==> config.mk <==
export PLATFORM = sky130hd
export DESIGN_NAME = rtc_sec_front
export DESIGN_NICKNAME = d
export VERILOG_FILES = /design/src/rtl/rtc_sec_front.sv
export SDC_FILE = /design/constraint.sdc
export NUM_CORES = 1
export LEC_CHECK = 0
export BUFFER_PORTS_ARGS = -buffer_cell sky130_fd_sc_hd__buf_4
export CAP_MARGIN = 20
export CORE_MARGIN = 4
export CORE_UTILIZATION = 35
export CTS_CLUSTER_DIAMETER = 150
export DETAILED_ROUTE_END_ITERATION = 7
export PLACE_DENSITY = 0.67
export SETUP_SLACK_MARGIN = 0.2
export SKIP_LAST_GASP = 1
export SYNTH_ARGS = -nofsm -noshare
export SYNTH_HDL_FRONTEND = slang
export SYNTH_SLANG_ARGS = --single-unit
==> constraint.sdc <==
create_clock -name clk -period 2.9 [get_ports clk]
set_input_delay 0.435 -clock clk [delete_from_list [all_inputs] [get_ports clk]]
set_output_delay 0.435 -clock clk [all_outputs]
set_load 0.01 [all_outputs]
==> src/rtl/rtc_sec_front.sv <==
module rtc_sec_front (
  input  logic       clk,
  input  logic       rst_n,
  input  logic       tick,
  input  logic       run,
  input  logic       div_clr,
  input  logic       adjust,
  input  logic       wr_en,
  input  logic [7:0] wr_data,
  output logic [7:0] div_q,
  output logic [7:0] sec_q,
  output logic       min_carry
);
  localparam int DIV_W = 7;

  logic [DIV_W-1:0] div_r;
  logic [3:0]       units_r;
  logic [2:0]       tens_r;

  wire step     = run & tick & ~adjust & ~div_clr;
  wire roll     = step & (&div_r);
  wire bad      = (units_r > 4'd9) || (tens_r > 3'd5);
  wire last     = (tens_r == 3'd5) && (units_r == 4'd9);
  wire round_up = tens_r >= 3'd3;

  always_ff @(posedge clk) begin
    if (adjust || div_clr)
      div_r <= '0;
    else if (step)
      div_r <= div_r + 1'b1;
  end

  always_ff @(posedge clk) begin
    if (adjust) begin
      tens_r  <= '0;
      units_r <= '0;
    end else if (wr_en && !run) begin
      tens_r  <= wr_data[6:4];
      units_r <= wr_data[3:0];
    end else if (roll) begin
      if (bad || last) begin
        tens_r  <= '0;
        units_r <= '0;
      end else if (units_r == 4'd9) begin
        tens_r  <= tens_r + 1'b1;
        units_r <= '0;
      end else begin
        units_r <= units_r + 1'b1;
      end
    end
  end

  always_ff @(posedge clk or negedge rst_n) begin
    if (!rst_n)
      min_carry <= 1'b0;
    else
      min_carry <= adjust ? round_up : (roll & last & ~bad);
  end

  assign div_q = {1'b0, div_r};
  assign sec_q = {1'b0, tens_r, units_r};
endmodule


==> impl_metrics.json <==
{
  "status": "completed",
  "synth_most_common_cell": "dfxtp_1",
  "wl_per_cell_um": 13.32,
  "clock.fmax_mhz": 545.2,
  "fill_cells": 252,
  "worstPathArrival_ns": 2.04,
  "synth_edf_count": 0,
  "netlist_area_um2": 934.6,
  "synth.distinct_cells": 42,
  "drt_iter0_drc": 48,
  "yosysTopAreaCell": "dfxtp_1",
  "synthFlopType": "dfxtp_1",
  "cts_inserted_buffers": 3,
  "cp_max_fo": 5,
  "core_region_area_um2": 2522,
  "synth.avg_cell_area_um2": 8.345,
  "antenna_found_initial": 0,
  "finalCriticalPeriod_ns": 1.834,
  "drive_gt1_share_pct": 29.71,
  "clock_skew_ns": 0.004354,
  "die_area_um2": 3561,
  "cts_setup_buffers": 0,
  "cp_data_required_time_ns": 3.11,
  "cts_sinks": 15,
  "setup_violations": 0,
  "tns_ns": 0,
  "finalCritPeriodShare_pct": 63.24,
  "routed_via_density": 5.440,
  "grt_overflow": 0,
  "area_growth_pct": 26.64,
  "reg2reg_slack_ns": 1.07,
  "drcViolationCount": 0,
  "ant_nets": 0,
  "start_kind": "register",
  "final_util_pct": 46.92,
  "maxSlewViolCount": 0,
  "hpwlAfterDp_um": 1611,
  "yosys_register_bits": 15,
  "cts_root_buf": "clkbuf_4",
  "gp_congestion": 0.7653,
  "max-vdd-ir-drop_v": 0.0002808,
  "die_y_um": 59.68,
  "h-tree-depth": 1,
  "grt_pass1_wl_um": 3498,
  "die_w_um": 59.68,
  "yosysTopAreaCellShare_pct": 29.99,
  "drt-total-wl_um": 2238,
  "cts_resized": 0,
  "firstDrtPassIters": 6,
  "yosysWarnings": 0,
  "rsz0062_at_grt": "no",
  "grt_max_degree": 17,
  "regArea_um2": 305.3,
  "start_util_pct": 37.05,
  "clk_latency_ns": 0.29,
  "clock_path_buffers": 2,
  "grt.total_usage_pct": 12.69,
  "p_leak_nw": 0.4777,
  "fp-row-count": 18,
  "io_pins": 32,
  "yosys-top-cells-area": "dfxtp_1, ha_1, a211oi_1, a32oi_1, nor2_1",
  "clkTransAtPathRegs_ns": 0.10,
  "multi_input_area_um2": 560.5,
  "hold_viol": 0,
  "ys_seq_area_share_pct": 32.66,
  "first_global_vias": 788,
  "num_vias": 914,
  "timing.critical_path.from": "div_r[0]",
  "power.density_nw_per_um2": 356.2,
  "async_flop_share_pct": 6.667,
  "critPathKind": "register to register",
  "timing.max_cap.violations": 0,
  "diodes": 0,
  "final_net_count": 158,
  "port_buffers": 28,
  "netlist_instances": 112,
  "hp-start": "adjust",
  "end_kind": "register",
  "synth_common_cells": "dfxtp_1, nor2_1, inv_1",
  "cts_tree": "built",
  "min_path_type": "primary input to register",
  "r2r-start": "div_r[0]"
}
-- final timing paths --
check / end / cells past startpoint
max: units_r[3] / 5
min: units_r[3] / 2
min in group asynchronous: min_carry / 2
max reg2reg: units_r[3] / 5
min reg2reg: div_r[1] / 2
max in group asynchronous: min_carry / 2
-- per-stage QoR --
step | cells | worst slack, ns | cell area [µm²] | hold slack, ns | total power [W]
final | 168 | 1.066 | 1184 | 0.4059 | 0.0004216
after global routing | 168 | 0.9931 | 1184 | 0.4002 | 0.0004413
after CTS | 168 | 1.075 | 1184 | 0.3920 | 0.0004265
after detailed placement | 163 | 0.9421 | 1147 | 0.2128 | 0.0002996
after global placement | 163 | 0.9553 | 1147 | 0.2097 | 0.0002980
after floorplan | 113 | 1.141 | 938.4 | 0.1394 | 0.0002690
-- registers in the layout (all words and copies together), names as in the netlist --
name	cells
units_r	4
min_carry	1
div_r	7
tens_r	3
-- power breakdown --
group / internal, W / switching, W / total (W)
Sequential: 0.000212 / 0.00000878 / 0.000221
Clock: 0.0000534 / 0.0000722 / 0.000126
Combinational: 0.0000371 / 0.0000381 / 0.0000751
Total: 0.000303 / 0.000119 / 0.000422
-- worst max-delay path: stages (launching register included) --
cell and delay [ns]:
dfxtp_1 0.41, ha_1 0.21, nand2_2 0.10, or4_4 0.59
a22o_1 0.24, a221oi_2 0.20
-- cell families after synthesis --
group                      count (synthesis)  share of synthesized area [%]
AOI/OAI and AO/OA                         29                          23.56
xor gates and xnor gates                   5                          4.686
adders and majority gates                  4                          5.355
other                                      1                         0.4012
and+or+nand+nor                           41                          25.57
DFF                                       15                          32.66
buffers and inverters                     17                          7.763
-- cell type report --
type                            instances  share of cell area, %
Inverter                                9                  2.854
Clock buffer                            4                  2.220
Sequential cell                        15                  25.79
Multi-Input combinational cell         81                  47.36
Tap cell                               30                  3.171
Timing Repair Buffer                   29                  18.60
-- metal layers --
layer  wire length (µm)  GRT usage, %
met1               1055         16.64
met2               1005         20.06
met3                163         4.968
met4                 13         1.899
met5                  0             0
-- placed cells by master (no fill, tap or decap), drive strengths merged, types with 3 or more instances in the layout --
master / synthesis / routed
a21oi: 3 / 3
dfxtp: 14 / 14
a32oi: 5 / 5
xnor2: 3 / 3
buf: 3 / 28
clkbuf: 5 / 4
o21ai: 4 / 4
nand2: 9 / 9
ha: 4 / 4
nand3: 5 / 5
inv: 9 / 9
a211oi: 6 / 6
nand4: 3 / 3
nor2: 10 / 10
nor4: 3 / 3
-- what timing repair did --
action	CTS	global route
endpoints found under the hold margin	1	0
hold buffers	1	0
setup endpoints to repair	0	0
Power figures use the tool's default switching activity.
